**src/rtl/msg_unit_pkg.sv**
```systemverilog
package msg_unit_pkg;
  localparam int NUM_CH = 4;
  localparam int CH_W   = $clog2(NUM_CH);
  localparam int ADDR_W = 4;
  localparam int DATA_W = 32;

  // word address bases
  localparam int TX_BASE  = 0;
  localparam int RX_BASE  = NUM_CH;
  localparam int REG_BASE = 2 * NUM_CH;

  // legacy field bases (channel order reversed inside a field)
  localparam int LEG_GP  = 28;
  localparam int LEG_RF  = 24;
  localparam int LEG_TE  = 20;
  localparam int LEG_GIR = 16;

  typedef struct packed {
    logic [NUM_CH-1:0] loadAB;
    logic [NUM_CH-1:0] loadBA;
  } muStrobes_t;

  typedef struct packed {
    logic [NUM_CH-1:0] gp;
    logic [NUM_CH-1:0] rf;
    logic [NUM_CH-1:0] te;
    logic [NUM_CH-1:0] gie;
    logic [NUM_CH-1:0] rie;
    logic [NUM_CH-1:0] tie;
    logic [NUM_CH-1:0] gir;
  } sideRegs_t;

  localparam sideRegs_t REGS_RST = '{gp: '0, rf: '0, te: '1, gie: '0,
                                     rie: '0, tie: '0, gir: '0};

  function automatic int legPos(input int base, input int ch);
    return base + (NUM_CH - 1 - ch);
  endfunction

  // register read view for one side
  function automatic logic [DATA_W-1:0] regView(input sideRegs_t r, input logic legacy,
                                                input logic [ADDR_W-1:0] a);
    logic [DATA_W-1:0] w;
    w = '0;
    for (int x = 0; x < NUM_CH; x++) begin
      if (legacy) begin
        if (a == ADDR_W'(REG_BASE)) begin
          w[legPos(LEG_GP, x)] = r.gp[x];
          w[legPos(LEG_RF, x)] = r.rf[x];
          w[legPos(LEG_TE, x)] = r.te[x];
        end else if (a == ADDR_W'(REG_BASE + 1)) begin
          w[legPos(LEG_GP, x)]  = r.gie[x];
          w[legPos(LEG_RF, x)]  = r.rie[x];
          w[legPos(LEG_TE, x)]  = r.tie[x];
          w[legPos(LEG_GIR, x)] = r.gir[x];
        end
      end else begin
        case (a)
          ADDR_W'(REG_BASE):     w[x] = r.gp[x];
          ADDR_W'(REG_BASE + 1): w[x] = r.rf[x];
          ADDR_W'(REG_BASE + 2): w[x] = r.te[x];
          ADDR_W'(REG_BASE + 3): w[x] = r.gie[x];
          ADDR_W'(REG_BASE + 4): w[x] = r.rie[x];
          ADDR_W'(REG_BASE + 5): w[x] = r.tie[x];
          ADDR_W'(REG_BASE + 6): w[x] = r.gir[x];
          default:               w[x] = 1'b0;
        endcase
      end
    end
    return w;
  endfunction
endpackage

```
**src/rtl/msg_unit_ctrl.sv**
```systemverilog
module msg_unit_ctrl
  import msg_unit_pkg::*;
#(
  parameter bit LEGACY = 1'b1
) (
  input  logic                         clk,
  input  logic                         rstN,
  input  logic [1:0]                   sel,
  input  logic [1:0]                   wr,
  input  logic [1:0][ADDR_W-1:0]       addr,
  input  logic [1:0][DATA_W-1:0]       wdata,
  output muStrobes_t                   strobes,
  output sideRegs_t [1:0]              regs,
  output logic [1:0][DATA_W-1:0]       regWord,
  output logic [1:0]                   irq
);
  localparam int GIE_OFS = LEGACY ? 1 : 3;
  localparam int RIE_OFS = LEGACY ? 1 : 4;
  localparam int TIE_OFS = LEGACY ? 1 : 5;
  localparam int GIR_OFS = LEGACY ? 1 : 6;

  logic [1:0][NUM_CH-1:0] txHit, rxHit;
  logic [1:0] isWr, stWr, gieWr, rieWr, tieWr, girWr;
  sideRegs_t [1:0] regsQ, regsD;

  function automatic logic [NUM_CH-1:0] field(input logic [DATA_W-1:0] w, input int base);
    logic [NUM_CH-1:0] f;
    for (int x = 0; x < NUM_CH; x++) f[x] = LEGACY ? w[legPos(base, x)] : w[x];
    return f;
  endfunction

  // access decode
  always_comb begin
    for (int s = 0; s < 2; s++) begin
      isWr[s] = sel[s] & wr[s];
      for (int n = 0; n < NUM_CH; n++) begin
        txHit[s][n] = isWr[s] & (addr[s] == ADDR_W'(TX_BASE + n));
        rxHit[s][n] = sel[s] & ~wr[s] & (addr[s] == ADDR_W'(RX_BASE + n));
      end
      stWr[s]  = isWr[s] & (addr[s] == ADDR_W'(REG_BASE));
      gieWr[s] = isWr[s] & (addr[s] == ADDR_W'(REG_BASE + GIE_OFS));
      rieWr[s] = isWr[s] & (addr[s] == ADDR_W'(REG_BASE + RIE_OFS));
      tieWr[s] = isWr[s] & (addr[s] == ADDR_W'(REG_BASE + TIE_OFS));
      girWr[s] = isWr[s] & (addr[s] == ADDR_W'(REG_BASE + GIR_OFS));
    end
  end

  // flag and control next state; a write beats a same-cycle peer read
  always_comb begin
    for (int s = 0; s < 2; s++) begin
      regsD[s]    = regsQ[s];
      regsD[s].te = (regsQ[s].te | rxHit[1-s]) & ~txHit[s];
      regsD[s].rf = (regsQ[s].rf & ~rxHit[s]) | txHit[1-s];
      regsD[s].gp = (regsQ[s].gp & ~(stWr[s] ? field(wdata[s], LEG_GP) : '0))
                    | regsQ[1-s].gir;
      if (gieWr[s]) regsD[s].gie = field(wdata[s], LEG_GP);
      if (rieWr[s]) regsD[s].rie = field(wdata[s], LEG_RF);
      if (tieWr[s]) regsD[s].tie = field(wdata[s], LEG_TE);
      regsD[s].gir = girWr[s] ? field(wdata[s], LEG_GIR) : '0;
    end
  end

  always_ff @(posedge clk or negedge rstN) begin
    if (!rstN) begin
      regsQ[0] <= REGS_RST;
      regsQ[1] <= REGS_RST;
    end else begin
      regsQ <= regsD;
    end
  end

  always_comb begin
    for (int s = 0; s < 2; s++) begin
      regWord[s] = regView(regsQ[s], LEGACY, addr[s]);
      irq[s] = |((regsQ[s].gp & regsQ[s].gie) | (regsQ[s].rf & regsQ[s].rie)
                 | (regsQ[s].te & regsQ[s].tie));
    end
  end

  assign strobes.loadAB = txHit[0];
  assign strobes.loadBA = txHit[1];
  assign regs = regsQ;
endmodule

```
**src/rtl/msg_unit_data.sv**
```systemverilog
module msg_unit_data
  import msg_unit_pkg::*;
(
  input  logic                   clk,
  input  logic                   rstN,
  input  muStrobes_t             strobes,
  input  logic [1:0][ADDR_W-1:0] addr,
  input  logic [1:0][DATA_W-1:0] wdata,
  input  logic [1:0][DATA_W-1:0] regWord,
  output logic [1:0][DATA_W-1:0] rdata
);
  logic [NUM_CH-1:0][DATA_W-1:0] wordAB, wordBA;

  always_ff @(posedge clk or negedge rstN) begin
    if (!rstN) begin
      wordAB <= '0;
      wordBA <= '0;
    end else begin
      for (int n = 0; n < NUM_CH; n++) begin
        if (strobes.loadAB[n]) wordAB[n] <= wdata[0];
        if (strobes.loadBA[n]) wordBA[n] <= wdata[1];
      end
    end
  end

  always_comb begin
    for (int s = 0; s < 2; s++) begin
      if (addr[s] < ADDR_W'(RX_BASE))
        rdata[s] = (s == 0) ? wordAB[addr[s][CH_W-1:0]] : wordBA[addr[s][CH_W-1:0]];
      else if (addr[s] < ADDR_W'(REG_BASE))
        rdata[s] = (s == 0) ? wordBA[addr[s][CH_W-1:0]] : wordAB[addr[s][CH_W-1:0]];
      else
        rdata[s] = regWord[s];
    end
  end
endmodule

```
**src/rtl/msg_unit.sv**
```systemverilog
module msg_unit
  import msg_unit_pkg::*;
#(
  parameter bit LEGACY_LAYOUT = 1'b1
) (
  input  logic              clk,
  input  logic              rstN,
  input  logic              aSel,
  input  logic              aWr,
  input  logic [ADDR_W-1:0] aAddr,
  input  logic [DATA_W-1:0] aWdata,
  output logic [DATA_W-1:0] aRdata,
  output logic              aIrq,
  input  logic              bSel,
  input  logic              bWr,
  input  logic [ADDR_W-1:0] bAddr,
  input  logic [DATA_W-1:0] bWdata,
  output logic [DATA_W-1:0] bRdata,
  output logic              bIrq
);
  muStrobes_t             strobes;
  sideRegs_t [1:0]        sideRegs;
  logic [1:0][DATA_W-1:0] regWord, rdata;
  logic [1:0]             irq;

  msg_unit_ctrl #(.LEGACY(LEGACY_LAYOUT)) u_ctrl (
    .clk(clk), .rstN(rstN),
    .sel({bSel, aSel}), .wr({bWr, aWr}),
    .addr({bAddr, aAddr}), .wdata({bWdata, aWdata}),
    .strobes(strobes), .regs(sideRegs), .regWord(regWord), .irq(irq)
  );

  msg_unit_data u_data (
    .clk(clk), .rstN(rstN), .strobes(strobes),
    .addr({bAddr, aAddr}), .wdata({bWdata, aWdata}),
    .regWord(regWord), .rdata(rdata)
  );

  assign aRdata = rdata[0];
  assign bRdata = rdata[1];
  assign aIrq   = irq[0];
  assign bIrq   = irq[1];
endmodule

```
**config.mk**
```make
export PLATFORM = sky130hd
export DESIGN_NAME = msg_unit
export DESIGN_NICKNAME = d
export VERILOG_FILES = /design/src/rtl/msg_unit_pkg.sv /design/src/rtl/msg_unit_ctrl.sv /design/src/rtl/msg_unit_data.sv /design/src/rtl/msg_unit.sv
export SDC_FILE = /design/constraint.sdc
export NUM_CORES = 1
export LEC_CHECK = 0
export CORE_MARGIN = 2
export CORE_UTILIZATION = 58
export CTS_BUF_LIST = sky130_fd_sc_hd__clkbuf_4 sky130_fd_sc_hd__clkbuf_8 sky130_fd_sc_hd__clkbuf_16
export CTS_CLUSTER_DIAMETER = 30
export DETAILED_ROUTE_END_ITERATION = 8
export DONT_BUFFER_PORTS = 1
export PLACE_DENSITY = 0.76
export SYNTH_ARGS = -nofsm -noshare
export SYNTH_HDL_FRONTEND = slang
export SYNTH_HIERARCHICAL = 1
export SYNTH_SLANG_ARGS = --single-unit
```
**constraint.sdc**
```tcl
create_clock -name clk -period 1.2 [get_ports clk]
set_input_delay 0.06 -clock clk [delete_from_list [all_inputs] [get_ports clk]]
set_output_delay 0.06 -clock clk [all_outputs]
set_load 0.005 [all_outputs]
```
==> metrics, run 1 <==
Mapped Cells roughly 1,400; final WL about 66,000 µm; # IOs between 100 and 150; startpoint type of the worst setup path register; Port Buf Inserts 0; clk root buf clkbuf_16; CTS tree built; Netlist cell types 36; register area share after synthesis between 40 and 50%; Worst Path Arrival between 1.5 and 2 ns; WP data required between 1 and 1.5 ns; ys async rst share 100%; flip-flop and latch count after synthesis about 310; Syn-to-layout area delta 39.3%; final worst setup slack -0.754 ns; Core Box Area 29,700 µm²; cts hold-fix bufs between 70 and 80; RePlAce Congestion a little over 0.8; Die ar. between 30,000 and 40,000 µm²; largest net degree at the start of global routing about 310; H-tree levels 3; NetSw 0.0133 W; Worst Max-Slew Pin Slew between 0.7 and 0.8 ns; final hold vios about 330; Starting Density between 50% and 60%; RSZ-0062 raised after global routing yes; worst clock skew roughly 0.014 ns; number of flops mapped to enable cells by yosys 0; Tot Pwr 0.0463 W; endpoints failing setup 101; period utilization 163%; ANT nets after route 0; critical path endpoint category output port; total CTS buffers 76; leading cell type in the layout, fill and taps excluded dfrtp_1; initial antenna violation count 3; ys flop type dfrtp_1; status complete, but fails checks; sequential share of power a little under a third; Via density about 7.1; Max-slew headroom between 40% and 50%; Total Routing Usage GR between 30 and 40%; Net Sw Frac 28.7%; mapped cell area 17,500 µm²; placed cell count 1,786; Sink Count 312; maximum VDD drop 0.00151 V; WL/cell 32.1 µm; internal power 0.0330 W; Clock Tree Buf Depth 3; crit-path max FO 2; first-pass GRT wire length roughly 90,000 µm; Placement Rows 63; synth warn 6; Clk pwr share a little under half; DRC errors left 0; Overflow after GRT 0; max-cap check violation count 0; initial DRC count around 1,800; Final #Nets between 1,500 and 2,000; pwr/cell area ~1900 nW/µm²; static leakage roughly 11 nW; 1st-pass router iterations 5; synthesized area per cell around 13 µm²; Die X around 180 µm; Hold Crit Class input pin to async pin; Hold Slack -0.839 ns; Vias between 10,000 and 15,000; HPWL Detailed between 30,000 and 40,000 µm; Max Freq 512 MHz; Worst-Skew Late Latency 0.59 ns; failing checks hold timing, setup timing; Slew Viols, Final 0; most frequent cells in the layout 303 x dfrtp_1, 191 x mux2_2, 186 x mux2_4; CTS clock-pin slew for the worst setup and hold paths about 0.060 ns; share of cells above drive strength 1 between 50% and 60%; vias in the first global route around 15,000; critical path class register to output port; Die H between 150 and 200 µm; combinational group share of total power between 20% and 30%; Final Non-Filler Cells a little over 2,000; Tmin final around 2.0 ns
## synth_stat cells (all sizes together) (4+ instances only)
library cell	instances	area [µm²]
mux2	408	4620
dfrtp	304	7610
mux2i	128	1280
buf	95	684
a22o	94	823
nand2	74	278
o22ai	64	400
o31ai	64	791
clkbuf	51	193
a21o	16	120
and2	16	100
nor2	12	45.0
a21oi	8	40.0
dfstp	8	210
nand4	8	50.1
nor2b	8	50.1
a221oi	6	52.6
nand3	4	20.0
## registers in the layout, indices dropped and copies added, names as in the netlist
signal         flops
u_data/wordBA    128
u_data/wordAB    128
u_ctrl/regs       56
## final timing paths
path / slack (ns) / startpoint / endpoint / cells past startpoint
worst max register to register: 0.08 / u_data/wordAB[26]$_DFFE_PN0P_ / u_data/wordAB[26]$_DFFE_PN0P_ / 3
worst min-delay path: -0.84 / rstN / u_ctrl/regs[10]$_DFFE_PN0P_ / 0
worst max-delay path: -0.75 / u_ctrl/regs[37]$_DFFE_PN0P_ / bIrq / 3
max in group asynchronous: 1.42 / rstN / u_data/wordAB[37]$_DFFE_PN0P_ / 0
worst min register to register: 0.47 / u_ctrl/regs[28]$_DFF_PN0_ / u_ctrl/regs[24]$_DFF_PN0_ / 1
min in group clk: -0.31 / bAddr[0] / u_ctrl/regs[19]$_DFF_PN1_ / 2
## cells by family after synthesis
kind of cell	count (synthesis)	synth area share, %
other	1	0.0214
and+or+nand+nor	138	3.93
DFF	312	44.6
muxes	536	33.7
AOI/OAI and AO/OA	252	12.7
buffers and inverters	148	5.05
## critical path, stage by stage (launching register included)
cell and delay (ns):
dfrtp_1 0.41, a22o_1 0.29, a221oi_2 0.38, nand3_1 0.23
## power groups by stage
stage                     Sequential [W]  Clock, W  Combinational [W]
after floorplan                   0.0138         0            0.00521
after global placement            0.0141         0            0.00623
after detailed placement          0.0142         0            0.00644
after CTS                         0.0142    0.0212            0.00856
after global routing              0.0148    0.0221             0.0104
final                             0.0147    0.0215             0.0100
## area by class of cell
class | instances | area (µm²)
diodes | 3 | 7.51
clock buffers | 95 | 2100
clock inverters | 41 | 568
fillers | 1278 | 5310
inverters | 2 | 7.51
multi-input cells | 958 | 11000
flip-flops and latches | 312 | 7820
well taps | 390 | 488
repair buffers | 259 | 2430
## metal layers
metal | share of wire, % | GRT usage, %
met1 | 37 | 46.8
met2 | 47 | 61.1
met3 | 9.9 | 9.83
met4 | 6.4 | 19.6
met5 | 0.018 | 0
## timing repair
action,CTS,global route
resized for setup,231,93
endpoints found under the setup margin,66,213
pin swaps,80,67
buffers inserted,27,35
cloned,0,1
endpoints found under the hold margin,624,328
## stage by stage
stage               utilization, %  setup slack (ns)  hold slack, ns  setup TNS, ns  area, µm²
CTS                           79.8            -0.641          -0.824         -43.06      23700
floorplan                        -            -0.375          -0.236         -59.97      18400
detailed placement            63.7            -0.425          -0.223         -70.73      18900
finish                        82.1            -0.754          -0.839         -34.78      24400
global placement              63.7            -0.412          -0.220         -65.71      18900
global route                  82.1            -0.755          -0.837         -35.34      24400
(Power assumes the default switching activity.)
==> inputs of run 2 (changes only) <==
--- a/config.mk
+++ b/config.mk
@@ -5,13 +5,15 @@
 export SDC_FILE = /design/constraint.sdc
 export NUM_CORES = 1
 export LEC_CHECK = 0
+export CELL_PAD_IN_SITES_DETAIL_PLACEMENT = 1
+export CELL_PAD_IN_SITES_GLOBAL_PLACEMENT = 1
 export CORE_MARGIN = 2
-export CORE_UTILIZATION = 58
+export CORE_UTILIZATION = 48
 export CTS_BUF_LIST = sky130_fd_sc_hd__clkbuf_4 sky130_fd_sc_hd__clkbuf_8 sky130_fd_sc_hd__clkbuf_16
 export CTS_CLUSTER_DIAMETER = 30
 export DETAILED_ROUTE_END_ITERATION = 8
 export DONT_BUFFER_PORTS = 1
-export PLACE_DENSITY = 0.76
+export PLACE_DENSITY_LB_ADDON = 0.1
 export SYNTH_ARGS = -nofsm -noshare
 export SYNTH_HDL_FRONTEND = slang
 export SYNTH_HIERARCHICAL = 1
==> run 2 against run 1 <==
The flow still finishes with violations (hold timing, setup timing); total power rose by 5.0%; register-to-register slack improved by 0.05 ns; design area rose by 3.0%; critical path type unchanged; largest power group unchanged.
==> metrics, run 2 (same netlist as run 1, synthesis figures left out) <==
initial DRC count 890 (was 1,815); worst reg2reg path depth 3 (unchanged); startpoint type of the worst setup path register (unchanged); Die X 195 µm (was 178 µm); NetSw 0.0132 W (was 0.0133 W); ANT nets after route 0 (unchanged); worst clock skew 0.0125 ns (was 0.0140 ns); share of cells above drive strength 1 52.8% (was 51.6%); 1st-pass router iterations 6 (was 5); Clock Tree Buf Depth 3 (unchanged); leading cell type in the layout, fill and taps excluded dfrtp_1 (unchanged); cells along the critical path buf_4 > mux2i_1 > a22o_1 > o31ai_2 > buf_4 (was a22o_1 > a221oi_2 > nand3_1); WP data required 1.14 ns (about the same); RSZ-0062 raised after global routing yes (unchanged); final worst setup slack -0.739 ns (was -0.754 ns); Worst Max-Slew Pin Slew 1.20 ns (was 0.787 ns); Sink Count 312 (unchanged); period utilization 162% (was 163%); H-tree levels 3 (unchanged); final hold vios 314 (was 327); Critical Path Max Stage Delay 0.37 ns (was 0.41 ns); crit-path leading delay family compound AO/OA/AOI/OAI gates (unchanged); CTS tree built (unchanged); crit path launch u_data/wordAB[63]$_DFFE_PN0P_ (was u_ctrl/regs[37]$_DFFE_PN0P_); sequential share of power 30.1% (was 31.8%); largest net degree at the start of global routing 313 (unchanged); HPWL Detailed 35,000 µm (was 30,800 µm); critical path endpoint category output port (unchanged); CTS clock-pin slew for the worst setup and hold paths 0.05 ns (was 0.06 ns); Total Routing Usage GR 34.8% (was 37.8%); Slew Viols, Final 0 (unchanged); Syn-to-layout area delta 43.5% (was 39.3%); Port Buf Inserts 0 (unchanged); internal power 0.0354 W (was 0.0330 W); Tot Pwr 0.0486 W (was 0.0463 W); most frequent cells in the layout 304 x dfrtp_1, 193 x mux2_2, 189 x mux2_4 (was 303 x dfrtp_1, 191 x mux2_2, 186 x mux2_4); Crit path depth 5 (was 3); Overflow after GRT 0 (unchanged); initial antenna violation count 4 (was 3); combinational group share of total power 21.0% (was 21.7%); first-pass GRT wire length 100,000 µm (was 90,400 µm); Hold Crit Class input pin to async pin (unchanged); failing checks hold timing, setup timing (unchanged); max-cap check violation count 0 (unchanged); crit-path max FO 2 (unchanged); final WL 71,000 µm (was 66,100 µm); DRC errors left 0 (unchanged); Final #Nets 1,717 (was 1,687); Net Sw Frac 27.1% (was 28.7%); CP most frequent cell buf_4; Tmin final 1.94 ns (was 1.95 ns); maximum VDD drop 0.00117 V (was 0.00151 V); Worst Path Arrival 1.88 ns (was 1.89 ns); Die ar. 38,000 µm² (was 31,600 µm²); vias in the first global route 15,100 (was 14,600); RePlAce Congestion 0.803 (was 0.818); WL/cell 32.8 µm (was 32.1 µm); CP max stage cell dfrtp_1 (unchanged); Worst Path Buf+Inv 2 (was 0); Worst-Skew Late Latency 0.59 ns (about the same); Core Box Area 35,700 µm² (was 29,700 µm²); Max Freq 516 MHz (was 512 MHz); Worst R2R Start u_data/wordAB[103]$_DFFE_PN0P_ (was u_data/wordAB[26]$_DFFE_PN0P_); # IOs 144 (unchanged); Vias 13,800 (was 14,500); placed cell count 1,854 (was 1,786); Clk pwr share 48.9% (was 46.5%); final core utilization 70.3% (was 82.1%); pwr/cell area 1930 nW/µm² (was 1900 nW/µm²); Max-slew headroom 20.1% (was 47.3%); critical path class register to output port (unchanged); Via density 6.37 (was 7.06); Starting Density 49.0% (was 59.0%); Final Non-Filler Cells 2,168 (was 2,060); Placement Rows 69 (was 63); status complete, but fails checks (unchanged); static leakage 11.5 nW (was 11.2 nW); Hold Slack -0.831 ns (was -0.839 ns); total CTS buffers 84 (was 76); Die H 195 µm (was 178 µm); clk root buf clkbuf_16 (unchanged); endpoints failing setup 189 (was 101)
==> run 2: cell types whose count changed in the layout (fill, tap and decap cells not counted), sizes merged <==
cell          previous run  this run
dlygate4sd3             71        81
dlymetal6s4s             6         3
clkinvlp                 8         4
buf                    182       195
clkinv                  21        15
bufinv                  10        11
clkbuf                  95       123
inv                      4         2
==> run 2: area by class of cell <==
type / count / area, µm²
multi-input cells: 958 / 11000
fillers: 3189 / 10600
flip-flops and latches: 312 / 7820
repair buffers: 281 / 2720
clock buffers: 121 / 2550
well taps: 461 / 577
clock inverters: 30 / 439
inverters: 2 / 7.51
diodes: 3 / 7.51
==> run 2: power groups by stage <==
stage | registers [W] | clock network [W] | logic (W)
final | 0.0146 | 0.0238 | 0.0102
after detailed placement | 0.0143 | 0 | 0.00653
after global placement | 0.0142 | 0 | 0.00632
after floorplan | 0.0138 | 0 | 0.00521
after CTS | 0.0143 | 0.0237 | 0.00910
after global routing | 0.0148 | 0.0245 | 0.0106
==> run 2: what timing repair did <==
item,4_1_cts,5_1_grt
hold buffers,83,2
endpoints found under the hold margin,624,359
buffers inserted,46,30
resized for setup,272,54
endpoints found under the setup margin,66,148
pin swaps,91,45
cloned,0,3
==> run 2: final timing paths <==
check | end | slack (ns)
min in group clk | u_ctrl/regs[19]$_DFF_PN1_ | -0.14
setup reg to reg | u_data/wordAB[103]$_DFFE_PN0P_ | 0.13
hold / removal | u_data/wordBA[90]$_DFFE_PN0P_ | -0.83
hold reg to reg | u_ctrl/regs[26]$_DFF_PN0_ | 0.49
max in group asynchronous | u_data/wordAB[88]$_DFFE_PN0P_ | 1.22
setup / recovery | aRdata[31] | -0.74
==> run 2: routing by layer <==
metal  vias to the layer above  GRT usage, %  wire, µm
met2                       539          58.9     35400
met3                       167          7.60      4270
met1                      7415          44.3     28900
met5                         -             0        11
li1                       5684             -         -
met4                         2          11.7      2470
==> run 2: per-stage QoR <==
stage / worst slack [ns] / area, µm² / TNS (ns)
2_1_floorplan: -0.375 / 18400 / -59.97
3_3_place_gp: -0.406 / 19100 / -79.08
3_5_place_dp: -0.422 / 19100 / -83.37
4_1_cts: -0.643 / 24600 / -32.60
5_1_grt: -0.773 / 25100 / -51.02
6_report: -0.739 / 25100 / -50.65
==> inputs of run 3 (changes only) <==
--- a/config.mk
+++ b/config.mk
@@ -7,7 +7,7 @@
 export LEC_CHECK = 0
 export CELL_PAD_IN_SITES_DETAIL_PLACEMENT = 1
 export CELL_PAD_IN_SITES_GLOBAL_PLACEMENT = 1
-export CORE_MARGIN = 2
+export CORE_MARGIN = 5
 export CORE_UTILIZATION = 48
 export CTS_BUF_LIST = sky130_fd_sc_hd__clkbuf_4 sky130_fd_sc_hd__clkbuf_8 sky130_fd_sc_hd__clkbuf_16
 export CTS_CLUSTER_DIAMETER = 30
==> run 3 against run 2 <==
The flow still finishes with violations (hold timing, setup timing); fmax increased by 0.92%; non-clock buffer count is 18 lower; core utilization fell by 1.9 points; sequential cell count is the same; design area is 1.0% lower; critical endpoint is now bRdata[29]; highest routed layer unchanged.
==> metrics, run 3 (same netlist as run 1, synthesis figures left out) <==
status complete, but fails checks (unchanged); failing checks hold timing, setup timing (unchanged); pwr/cell area 1910 nW/µm² (was 1930 nW/µm²); initial DRC count 891 (was 890); Max Freq 520 MHz (was 516 MHz); final instance area 24,900 µm² (was 25,100 µm²); R2R setup slack 0.12 ns (was 0.13 ns); static leakage 11.4 nW (was 11.5 nW); Clock Tree Buf Depth 3 (unchanged); most frequent cells in the layout 304 x dfrtp_1, 188 x mux2_2, 184 x mux2_4 (was 304 x dfrtp_1, 193 x mux2_2, 189 x mux2_4); clk root buf clkbuf_16 (unchanged); vias in the first global route 15,100 (about the same); Final Non-Filler Cells 2,166 (was 2,168); Placement Setup Slack -0.458 ns (was -0.422 ns); first-pass GRT wire length 98,600 µm (was 100,000 µm); Die X 201 µm (was 195 µm); critical path class register to output port (unchanged); placed cell count 1,885 (was 1,854); H-tree levels 3 (unchanged); Max-slew headroom 54.2% (was 20.1%); Syn-to-layout area delta 42.0% (was 43.5%); 1st-pass router iterations 5 (was 6); CTS tree built (unchanged); WP data required 1.14 ns (about the same); initial antenna violation count 3 (was 4); Slew Viols, Final 0 (unchanged); total CTS buffers 86 (was 84); Vias 13,500 (was 13,800); share of cells above drive strength 1 52.3% (was 52.8%); Total Routing Usage GR 31.3% (was 34.8%); RePlAce Congestion 0.783 (was 0.803); Via density 6.24 (was 6.37); Worst Max-Slew Pin Slew 0.686 ns (was 1.20 ns); final worst setup slack -0.721 ns (was -0.739 ns); leading cell type in the layout, fill and taps excluded dfrtp_1 (unchanged); maximum VDD drop 0.00128 V (was 0.00117 V); post-place instance area 19,200 µm² (was 19,100 µm²); Port Buf Inserts 0 (unchanged); Setup TNS -35.35 ns (was -50.65 ns); worst reg2reg path depth 3 (unchanged); critical path endpoint category output port (unchanged); RSZ-0062 raised after global routing yes (unchanged); startpoint type of the worst setup path register (unchanged); ANT nets after route 0 (unchanged); Hold Crit Class input pin to async pin (unchanged); Overflow after GRT 0 (unchanged); CTS clock-pin slew for the worst setup and hold paths 0.05 ns (about the same); endpoints failing setup 98 (was 189); Die ar. 40,400 µm² (was 38,000 µm²); Final #Nets 1,701 (was 1,717); period utilization 160% (was 162%); DRC errors left 0 (unchanged); Tmin final 1.92 ns (was 1.94 ns); crit-path max FO 3 (was 2); Starting Density 48.2% (was 49.0%); Hold Slack -0.830 ns (was -0.831 ns); Worst Path Arrival 1.86 ns (was 1.88 ns); Placement Rows 70 (was 69); HPWL Detailed 35,800 µm (was 35,000 µm); # IOs 144 (unchanged); largest net degree at the start of global routing 313 (unchanged); Die H 201 µm (was 195 µm); max-cap check violation count 0 (unchanged); WL/cell 30.9 µm (was 32.8 µm); Core Box Area 36,300 µm² (was 35,700 µm²); worst clock skew 0.00592 ns (was 0.0125 ns); final WL 66,900 µm (was 71,000 µm); Sink Count 312 (unchanged); final hold vios 364 (was 314); Worst-Skew Late Latency 0.59 ns (about the same)
run 3: changes by cell type in the layout (fill, tap and decap cells not counted), sizes merged:
cell / previous run / this run
clkinv: 15 / 28
buf: 195 / 184
clkbuf: 123 / 114
dlygate4sd3: 81 / 73
clkinvlp: 4 / 11
bufinv: 11 / 6
dlymetal6s2s: 0 / 3
inv: 2 / 4
diode: 3 / 2
run 3: worst max-delay path, cell delays in order, from the launching register on:
cell     delay [ns]
dfrtp_1        0.41
mux2i_1        0.13
a22o_1         0.30
o31ai_4        0.27
buf_4          0.17
run 3: cell type report:
type,count,area [µm²]
fill,3241,11500
tap,468,586
sequential,312,7820
timing repair buffer,263,2460
antenna,2,5.00
clock inverter,47,432
inverter,2,7.51
multi-input combinational,958,11000
clock buffer,114,2530
run 3: what timing repair did:
action | CTS | global route
endpoints found under the setup margin | 66 | 307
resized for setup | 262 | 61
hold buffers | 78 | 1
pin swaps | 81 | 52
buffers inserted | 27 | 19
endpoints found under the hold margin | 624 | 402
run 3: path summary, 6_finish.rpt:
| path | to | from |
|---|---|---|
| min in group clk | u_ctrl/regs[19]$_DFF_PN1_ | bAddr[0] |
| setup / recovery | bRdata[29] | u_data/wordBA[125]$_DFFE_PN0P_ |
| setup reg to reg | u_data/wordBA[113]$_DFFE_PN0P_ | u_data/wordBA[113]$_DFFE_PN0P_ |
| hold / removal | u_data/wordAB[58]$_DFFE_PN0P_ | rstN |
| hold reg to reg | u_ctrl/regs[24]$_DFF_PN0_ | u_ctrl/regs[28]$_DFF_PN0_ |
| max in group asynchronous | u_data/wordAB[73]$_DFFE_PN0P_ | rstN |
run 3: power breakdown:
group          switching [W]  leakage [nW]  internal (W)
registers            0.00192          3.98        0.0126
logic                0.00411          5.91       0.00573
clock network        0.00721          1.47        0.0160
total                 0.0132          11.4        0.0344
run 3: stage by stage:
stage	power, W	utilization [%]	hold slack, ns
floorplan	0.0190	-	-0.236
global placement	0.0206	52.8	-0.218
detailed placement	0.0210	52.8	-0.219
CTS	0.0465	67.3	-0.856
global route	0.0491	68.4	-0.853
finish	0.0476	68.4	-0.830
run 3: routing by layer:
metal	vias up	share of wire [%]	global-route usage, %
met1	7213	41	39.0
met5	-	0.018	0
li1	5683	-	-
met3	141	4.8	5.69
met4	2	3.3	11.8
met2	469	51	54.5
